===== config.mk =====
export PLATFORM = sky130hd
export DESIGN_NAME = crc_regbus_engine
export DESIGN_NICKNAME = d
export VERILOG_FILES = /design/src/rtl/crc_pkg.sv /design/src/rtl/crc_addr_decode.sv /design/src/rtl/crc_byte_engine.sv /design/src/rtl/crc_regfile.sv /design/src/rtl/crc_regbus_engine.sv
export SDC_FILE = /design/constraint.sdc
export NUM_CORES = 1
export LEC_CHECK = 0
export ABC_AREA = 1
export BUFFER_PORTS_ARGS = -buffer_cell sky130_fd_sc_hd__buf_2
export CORE_MARGIN = 4
export CORE_UTILIZATION = 40
export CTS_BUF_LIST = sky130_fd_sc_hd__clkbuf_16
export DETAILED_ROUTE_END_ITERATION = 16
export PLACE_DENSITY = 0.62
export SLEW_MARGIN = 20
export SYNTH_ARGS = -nofsm -noshare
export SYNTH_HDL_FRONTEND = slang
export SYNTH_SLANG_ARGS = --single-unit

===== constraint.sdc =====
create_clock -name clk -period 10.15 [get_ports clk]
set_input_delay 0 -clock clk [delete_from_list [all_inputs] [get_ports clk]]
set_output_delay 0 -clock clk [all_outputs]
set_load 0.03 [all_outputs]

===== src/rtl/crc_pkg.sv =====
package crc_pkg;

    localparam int BYTE_W = 8;
    localparam int CRC_W  = 16;
    localparam int ADDR_W = 2;

    localparam logic [ADDR_W-1:0] OFS_CTRL = 2'd0;
    localparam logic [ADDR_W-1:0] OFS_DIN  = 2'd1;
    localparam logic [ADDR_W-1:0] OFS_RHI  = 2'd2;
    localparam logic [ADDR_W-1:0] OFS_RLO  = 2'd3;

    localparam int CLR_BIT   = 7;
    localparam int ORDER_BIT = 2;

    typedef enum logic [1:0] {
        POLY_NONE = 2'b00,
        POLY_8    = 2'b01,
        POLY_16A  = 2'b10,
        POLY_16B  = 2'b11
    } poly_e;

    typedef struct packed {
        logic  msb_first;
        poly_e poly;
    } ctrl_t;

    typedef struct packed {
        logic wr_ctrl;
        logic wr_din;
        logic wr_hi;
        logic wr_lo;
    } strobe_t;

    // Generator taps without the leading term, aligned to bit 0
    function automatic logic [CRC_W-1:0] taps_normal(poly_e p);
        case (p)
            POLY_8:   return 16'h0007;
            POLY_16A: return 16'h8005;
            POLY_16B: return 16'h1021;
            default:  return 16'h0000;
        endcase
    endfunction

    function automatic int poly_width(poly_e p);
        return (p == POLY_8) ? BYTE_W : CRC_W;
    endfunction

    // Mirror the low w bits of the taps for LSB-first operation
    function automatic logic [CRC_W-1:0] taps_mirror(poly_e p);
        logic [CRC_W-1:0] src;
        logic [CRC_W-1:0] dst;
        int w;
        src = taps_normal(p);
        w   = poly_width(p);
        dst = '0;
        for (int i = 0; i < CRC_W; i++) begin
            if (i < w) dst[w-1-i] = src[i];
        end
        return dst;
    endfunction

    // One whole byte folded into the state, unrolled over the bits
    function automatic logic [CRC_W-1:0] fold_byte(
        logic [CRC_W-1:0]  cur,
        logic [BYTE_W-1:0] d,
        ctrl_t             c
    );
        logic [CRC_W-1:0] r;
        logic [CRC_W-1:0] tn;
        logic [CRC_W-1:0] tm;
        logic             fb;
        logic             narrow;
        narrow = (c.poly == POLY_8);
        tn = taps_normal(c.poly);
        tm = taps_mirror(c.poly);
        r  = narrow ? {8'h00, cur[7:0]} : cur;
        for (int i = 0; i < BYTE_W; i++) begin
            if (c.msb_first) begin
                if (narrow) begin
                    fb = r[7] ^ d[BYTE_W-1-i];
                    r  = {8'h00, r[6:0], 1'b0};
                end else begin
                    fb = r[15] ^ d[BYTE_W-1-i];
                    r  = {r[14:0], 1'b0};
                end
                if (fb) r = r ^ tn;
            end else begin
                fb = r[0] ^ d[i];
                r  = {1'b0, r[15:1]};
                if (fb) r = r ^ tm;
            end
        end
        return r;
    endfunction

endpackage


===== src/rtl/crc_addr_decode.sv =====
module crc_addr_decode
    import crc_pkg::*;
(
    input  logic [ADDR_W-1:0] addr,
    input  logic              wr_en,
    output strobe_t           stb
);
    always_comb begin
        stb         = '0;
        stb.wr_ctrl = wr_en && (addr == OFS_CTRL);
        stb.wr_din  = wr_en && (addr == OFS_DIN);
        stb.wr_hi   = wr_en && (addr == OFS_RHI);
        stb.wr_lo   = wr_en && (addr == OFS_RLO);
    end

    // at most one register is targeted by a write
    always_comb begin
        one_target_chk: assert ($onehot0(stb));
    end
endmodule


===== src/rtl/crc_byte_engine.sv =====
module crc_byte_engine
    import crc_pkg::*;
(
    input  logic [CRC_W-1:0]  cur,
    input  logic [BYTE_W-1:0] din,
    input  ctrl_t             ctrl,
    output logic [CRC_W-1:0]  nxt
);
    always_comb begin
        nxt = fold_byte(cur, din, ctrl);
    end
endmodule


===== src/rtl/crc_regfile.sv =====
module crc_regfile
    import crc_pkg::*;
(
    input  logic              clk,
    input  logic              rst,
    input  strobe_t           stb,
    input  logic [BYTE_W-1:0] wdata,
    input  logic [CRC_W-1:0]  nxt,
    output ctrl_t             ctrl,
    output logic [BYTE_W-1:0] din_q,
    output logic [CRC_W-1:0]  result
);
    always_ff @(posedge clk) begin
        if (rst) begin
            ctrl   <= '0;
            din_q  <= '0;
            result <= '0;
        end else if (stb.wr_ctrl) begin
            ctrl.msb_first <= wdata[ORDER_BIT];
            ctrl.poly      <= poly_e'(wdata[1:0]);
            if (wdata[CLR_BIT]) begin
                result <= '0;
            end else if (poly_e'(wdata[1:0]) == POLY_8) begin
                result[15:8] <= '0;
            end
        end else if (stb.wr_din) begin
            din_q <= wdata;
            if (ctrl.poly != POLY_NONE) result <= nxt;
        end else if (stb.wr_hi) begin
            if (ctrl.poly != POLY_8) result[15:8] <= wdata;
        end else if (stb.wr_lo) begin
            result[7:0] <= wdata;
        end
    end


    clr_to_zero_chk: assert property (@(posedge clk) disable iff (rst)
        (stb.wr_ctrl && wdata[CLR_BIT]) |=> (result == '0));


    rsvd_poly_hold_chk: assert property (@(posedge clk) disable iff (rst)
        (stb.wr_din && ctrl.poly == POLY_NONE) |=> $stable(result));


    narrow_hi_zero_chk: assert property (@(posedge clk) disable iff (rst)
        (ctrl.poly == POLY_8) |-> (result[15:8] == 8'h00));


    din_capture_chk: assert property (@(posedge clk) disable iff (rst)
        stb.wr_din |=> (din_q == $past(wdata)));
endmodule


===== src/rtl/crc_regbus_engine.sv =====
module crc_regbus_engine
    import crc_pkg::*;
(
    input  logic        clk,
    input  logic        rst,
    input  logic [1:0]  addr,
    input  logic        wr_en,
    input  logic        rd_en,
    input  logic [7:0]  wdata,
    output logic [7:0]  rdata
);
    strobe_t           stb;
    ctrl_t             ctrl;
    logic [BYTE_W-1:0] din_q;
    logic [CRC_W-1:0]  result;
    logic [CRC_W-1:0]  nxt;
    logic [BYTE_W-1:0] rd_mux;

    crc_addr_decode u_dec (
        .addr  (addr),
        .wr_en (wr_en),
        .stb   (stb)
    );

    crc_byte_engine u_eng (
        .cur  (result),
        .din  (wdata),
        .ctrl (ctrl),
        .nxt  (nxt)
    );

    crc_regfile u_regs (
        .clk    (clk),
        .rst    (rst),
        .stb    (stb),
        .wdata  (wdata),
        .nxt    (nxt),
        .ctrl   (ctrl),
        .din_q  (din_q),
        .result (result)
    );

    always_comb begin
        case (addr)
            OFS_CTRL: rd_mux = {5'b00000, ctrl.msb_first, ctrl.poly};
            OFS_DIN:  rd_mux = din_q;
            OFS_RHI:  rd_mux = result[15:8];
            default:  rd_mux = result[7:0];
        endcase
    end

    always_ff @(posedge clk) begin
        if (rst) rdata <= '0;
        else if (rd_en) rdata <= rd_mux;
    end


    ctrl_rsvd_read_chk: assert property (@(posedge clk) disable iff (rst)
        (rd_en && addr == OFS_CTRL) |=> (rdata[7:3] == 5'b00000));


    rdata_hold_chk: assert property (@(posedge clk) disable iff (rst)
        !rd_en |=> $stable(rdata));
endmodule


==> Word level (Yosys, flattened, before mapping) <==
Cells that the tools add are included.
{ "word_totals": {"inputBits": 14, "register_bits": 35, "word_cells": 285, "output_inout_bits": 8} }
{ "classes": {"bitwise_logic": 42, "add_sub_neg": 16, "eq_ne": 12, "n_reduce_logical": 28, "muxes": 133, "order_cmp": 48} }
{ "ops": {"columns": ["cell", "n"], "rows": [
  ["2-to-1 mux 16 bit", 60],
  ["greater-or-equal comparator 32 x 1 -> 1 bit (second input constant)", 16],
  ["< comparator 32 x 6 -> 1 bit (second input constant)", 16],
  ["< comparator 5 x 32 -> 1 bit (first input constant)", 8],
  ["subtractor 32 x 5 -> 32 bit (second input constant)", 8],
  ["bitwise mux 16 bit", 15],
  ["< comparator 4 x 32 -> 1 bit (first input constant)", 4],
  ["subtractor 32 x 4 -> 32 bit (second input constant)", 4],
  ["XOR 15 x 16 -> 16 bit", 8],
  ["XOR 16 bit", 8],
  ["demux 1 bit (select 4 bit)", 16],
  ["< comparator 3 x 32 -> 1 bit (first input constant)", 2],
  ["subtractor 32 x 2 -> 32 bit (second input constant)", 2],
  ["subtractor 32 x 3 -> 32 bit (second input constant)", 2],
  ["2-to-1 mux 8 bit", 7],
  ["case mux 16 bit (3 select lines)", 1],
  ["< comparator 1 x 32 -> 1 bit (first input constant)", 1],
  ["< comparator 2 x 32 -> 1 bit (first input constant)", 1],
  ["2-to-1 mux 1 bit", 32],
  ["case mux 8 bit (3 select lines)", 1],
  ["XOR 1 bit", 24],
  ["logical AND 1 bit", 20],
  ["AND 16 bit", 1],
  ["nonzero test 3 bit", 3],
  ["12 further kinds", 19]
]} }

==> Depth between registers and ports, before layout <==
{ "depth": {"ltp_word": 80, "depth_mapped": 59, "depth_no_buf": 57} }

==> Modules after synthesis <==
Synthesis repeated with hierarchy kept, for this count alone.
{ "hier_totals": {"cells_unflattened": 975, "area_unflattened_um2": 5397.7} }
{ "modules_own_cells": {"columns": ["mod", "seq_area_each_um2", "n_inst", "area_each_um2", "cells_per_inst"], "rows": [
  ["crc_byte_engine", 0.0, 1, 3588.4, 686],
  ["crc_regfile", 540.5, 1, 1297.5, 198],
  ["crc_regbus_engine", 160.2, 1, 481.7, 83],
  ["crc_addr_decode", 0.0, 1, 30.0, 8]
]} }

==> Worst setup path after synthesis <==
No wires, ideal clock.
{ "synth_path": {"kind": "reg2reg", "from": "reg u_regs.ctrl[1] (netlist name)", "to": "reg u_regs.result[5]", "n_path_buf": 5, "required_ps": 10015, "path_slack_ps": 4927, "arrival_time_ps": 5087, "synth_period_minus_slack_ps": 5223, "path_stages_with_launch": 52, "path_cell_list": "dfxtp_1 > inv_1 > ha_1 > buf_4 > inv_2 > buf_6 > buf_2 > buf_1 > ha_1 > inv_1 > nand2_2 > nand3_1 > nand2_1 > nand2_1 > nand3_2 > nand2_2 > inv_2 > nand2_1 > (+16 left out) > inv_4 > nand2_1 > nand3_2 > nand2_2 > nand2_1 > nand3_2 > nand2_2 > o21ai_2 > nand2_1 > nand2_2 > nand2_2 > buf_6 > o21ai_1 > nand3_1 > nand2_1 > nand2_1 > nand2_1 > a21oi_1"} }
{ "synth_between": {"elab_chain_len": 80, "word_cells_on_any_way": 250, "cone_classes": "add/sub: 16; order compare: 48; eq/ne: 4; mux: 125; bitwise: 39; reduce/logical: 18"} }
{ "synth_lines": {"columns": ["element", "line", "text"], "rows": [
  ["branches (longest 80 deep; another with subtractor 32 x 2 -> 32 bit)", null, null],
  ["end signal, assigned", "crc_regfile.sv:28", "if (ctrl.poly != POLY_NONE) result <= nxt;"],
  ["end signal, assigned", "crc_regfile.sv:32", "result[7:0] <= wdata;"],
  ["end, declared", "crc_regfile.sv:11", "output logic [CRC_W-1:0] result"]
]} }
Parallel ways; which one is timed is not known. The select of a mux whose other input is x is not followed.
A chain may end at the register's enable or synchronous reset.

==> Worst setup path after layout <==
{ "layout_path": {"from": "reg u_regs.ctrl[1] (netlist name)", "to": "reg u_regs.result[2]"} }
{ "layout_between": {"elab_chain_len": 80, "word_cells_on_any_way": 250, "cone_classes": "add/sub: 16; order compare: 48; eq/ne: 4; mux: 125; bitwise: 39; reduce/logical: 18"} }
{ "layout_lines": {"columns": ["element"], "rows": [
  ["branches (longest 80 deep; another with subtractor 32 x 2 -> 32 bit)"]
]} }
Parallel ways; which one is timed is not known. The select of a mux whose other input is x is not followed.

==> results.py <==
metrics = {
    "clock_tree": {
        "cts.clk_slew.worst_paths_ns": 0.06,
        "clock_path_buffers": 2,
        "cts_resized": 0,
        "cts_buffers": 5,
        "root_buffer": "clkbuf_16",
        "clock_sinks": 35,
        "cts_hold_buf": 0,
        "clock_latency_ns": 0.29,
        "cts_tree": "done",
        "ctsHtreeMaxLevel": 2,
        "cts_setup_buffers": 0,
    },
    "pwr": {
        "p_leak_nw": 2.575,
        "p_total_mw": 0.7204,
        "worst_ir_drop_vdd_mv": 0.08111,
        "p_per_area_nw_per_um2": 128.8,
    },
    "sta": {
        "finalSetupViolations": 0,
        "hold_violations": 0,
        "fmax_ghz": 0.1452,
        "slew_violations": 0,
        "setup_ws_ns": 3.265,
        "rsz0062_at_grt": "no",
        "period_needed_ns": 6.885,
        "skew_ns": 0.007294,
        "period_share": 0.6783,
        "setup_tns_ns": 0,
        "slew_headroom": 0.4949,
        "worstMarginPinSlew_ns": 0.7576,
    },
    "placement": {
        "hpwlAfterDp_um": 15380,
        "port_buffers": 21,
        "placedCellCount": 1087,
        "gp_congestion": 0.9844,
        "pre_cts_slack_ns": 3.412,
    },
    "cells_and_area": {
        "final_nets": 951,
        "nFillCells": 1461,
        "syn_to_final_growth_pct": 6.378,
        "diodes": 0,
        "drive_above_1_share": 0.1311,
        "fin_cells": 1095,
    },
    "worst_setup_path": {
        "cp-start-kind": "flip-flop",
        "max_stage_delay_ns": 0.55,
        "endpoint_kind": "flip-flop",
        "cp_max_fo": 35,
        "worst_ep_required_time_ns": 10.37,
        "worstSetupPathType": "reg2reg",
        "slowest_stage": "inv_2",
        "crit_arrival_ns": 7.11,
        "cpMostUsedCell": "nand2_1",
    },
    "flow_run": {
        "maxCapViolCount": 0,
    },
    "synthesis": {
        "synth_edf_count": 0,
        "synth_area_per_cell_um2": 5.647,
        "ys_top_cells_by_count": "nand2_1 (256), nand3_1 (130), inv_1 (80), o21ai_0 (75), nor2_1 (53)",
        "synthTopCellsByArea": "nand2_1 (18%), dfxtp_1 (13%), nand3_1 (12%)",
        "yosysTopAreaCellShare": 0.1828,
        "synth_fp_nets": 960,
        "syn_area_um2": 5258,
        "synthMostInstantiatedCell": "nand2_1",
        "async_reset_ff_frac": 0,
        "synth_cell_types": 45,
        "synthCells": 931,
        "ys_warn_count": 0,
        "synth_ff_type": "dfxtp_1",
        "synth_top_area_cell": "nand2_1",
        "synth-seq-area-share": 0.1333,
        "ys_seq_elements": 35,
    },
    "hold_path": {
        "hp-class": "in2reg",
    },
    "floorplanning": {
        "boundaryPins": 22,
        "initial_core_util": 0.4133,
        "die_h_um": 122.6,
        "die_width_um": 122.6,
        "rows": 41,
        "core_um2": 12720,
        "dieArea_um2": 15040,
    },
    "global_route": {
        "grt_max_degree": 68,
        "grt_usage": 0.2807,
        "grt_pass1_wl_um": 32310,
        "gr-total-overflow": 0,
        "antenna_found_initial": 0,
        "grt_pass1_vias": 5722,
    },
    "drt": {
        "drt-initial-drc-count": 1019,
        "drc": 0,
        "ant_nets": 0,
        "drt-total-wl_um": 20720,
        "first_pass_iters": 6,
        "wl_per_cell_um": 18.93,
        "avgViaCountPerCell": 5.810,
        "vias": 6362,
    },
    "outcome": {
        "outcome": "completed",
    },
}
[through the flow]
stage                       util  cell area (µm²)  hold slack [ns]
after CTS                 0.4396             5593          0.07666
after floorplan                -             5258           0.1621
after global placement    0.4260             5420           0.3671
final                     0.4396             5593          0.08806
after detailed placement  0.4260             5420           0.3713
after global routing      0.4396             5593          0.08577
[path summary, 6_finish.rpt]
path | startpoint | end | slack, ns | cells past startpoint
setup / recovery | u_regs.ctrl[1] | u_regs.result[2] | 3.26 | 52
hold / removal | rst | u_regs.result[13] | 0.09 | 2
setup reg to reg | u_regs.ctrl[1] | u_regs.result[2] | 3.26 | 52
hold reg to reg | u_regs.result[15] | u_regs.result[15] | 0.50 | 2
[layout make-up]
cell class	instances	area, µm²	share of cell area
clock inverters	3	47.55	0.008501
multi-input cells	759	3994	0.7141
flip-flops and latches	35	701.9	0.1255
clock buffers	5	125.1	0.02237
repair buffers	28	157.7	0.02819
inverters	93	351.6	0.06286
well taps	172	215.2	0.03848
[where the power goes]
group / total, mW / internal [mW] / switching [mW]
registers: 0.158 / 0.146 / 0.0121
clock network: 0.181 / 0.117 / 0.0635
logic: 0.382 / 0.116 / 0.265
total: 0.720 / 0.379 / 0.341
[cells by family after synthesis]
logic type,share of synthesized area
buf+inv,0.1076
simple gates,0.4593
flops,0.1333
xor+xnor,0.05664
compound gates,0.2056
mux,0.001904
fa+ha+maj,0.03570
[worst max-delay path, delay by kind of cell, from the launching register on]
kind	cells	cell delay (ns)
flip-flops	1	0.42
buffers and inverters	6	1.17
adder cells (fa/ha/maj)	1	0.20
AO/OA/AOI/OAI	3	0.45
AND/OR/NAND/NOR	42	4.52
[layer usage]
layer | share of wire | up-vias | global-route usage
met5 | 0 | - | 0
met4 | 0.046 | 0 | 0.1183
met3 | 0.11 | 62 | 0.06498
met2 | 0.42 | 375 | 0.4098
met1 | 0.43 | 2850 | 0.3942
li1 | - | 3075 | -
[cells in the final DEF, fill, tap and decap left out, types with 8 or more instances in the layout]
cell type  synthesis  routed
ha_1              15      15
nor2_1            53      52
nand2_2           32      32
o21bai_1           9       9
o21ai_0           75      75
nor3_1             8       8
inv_2             11      12
nand3_1          130     130
inv_1             80      79
dfxtp_1           35      34
a21oi_1           50      50
o21ai_1           15      15
buf_2             18      21
nand3_2           15      15
xor2_1            30      30
o211ai_1           8       8
nand2_1          256     256
nand2_4            9       9
[registers in the layout (all words and copies together), names as in the netlist]
register and count:
u_regs.result 16, rdata 8, u_regs.din_q 8, u_regs.ctrl 3
No activity file was read; power rests on OpenSTA's default activity.
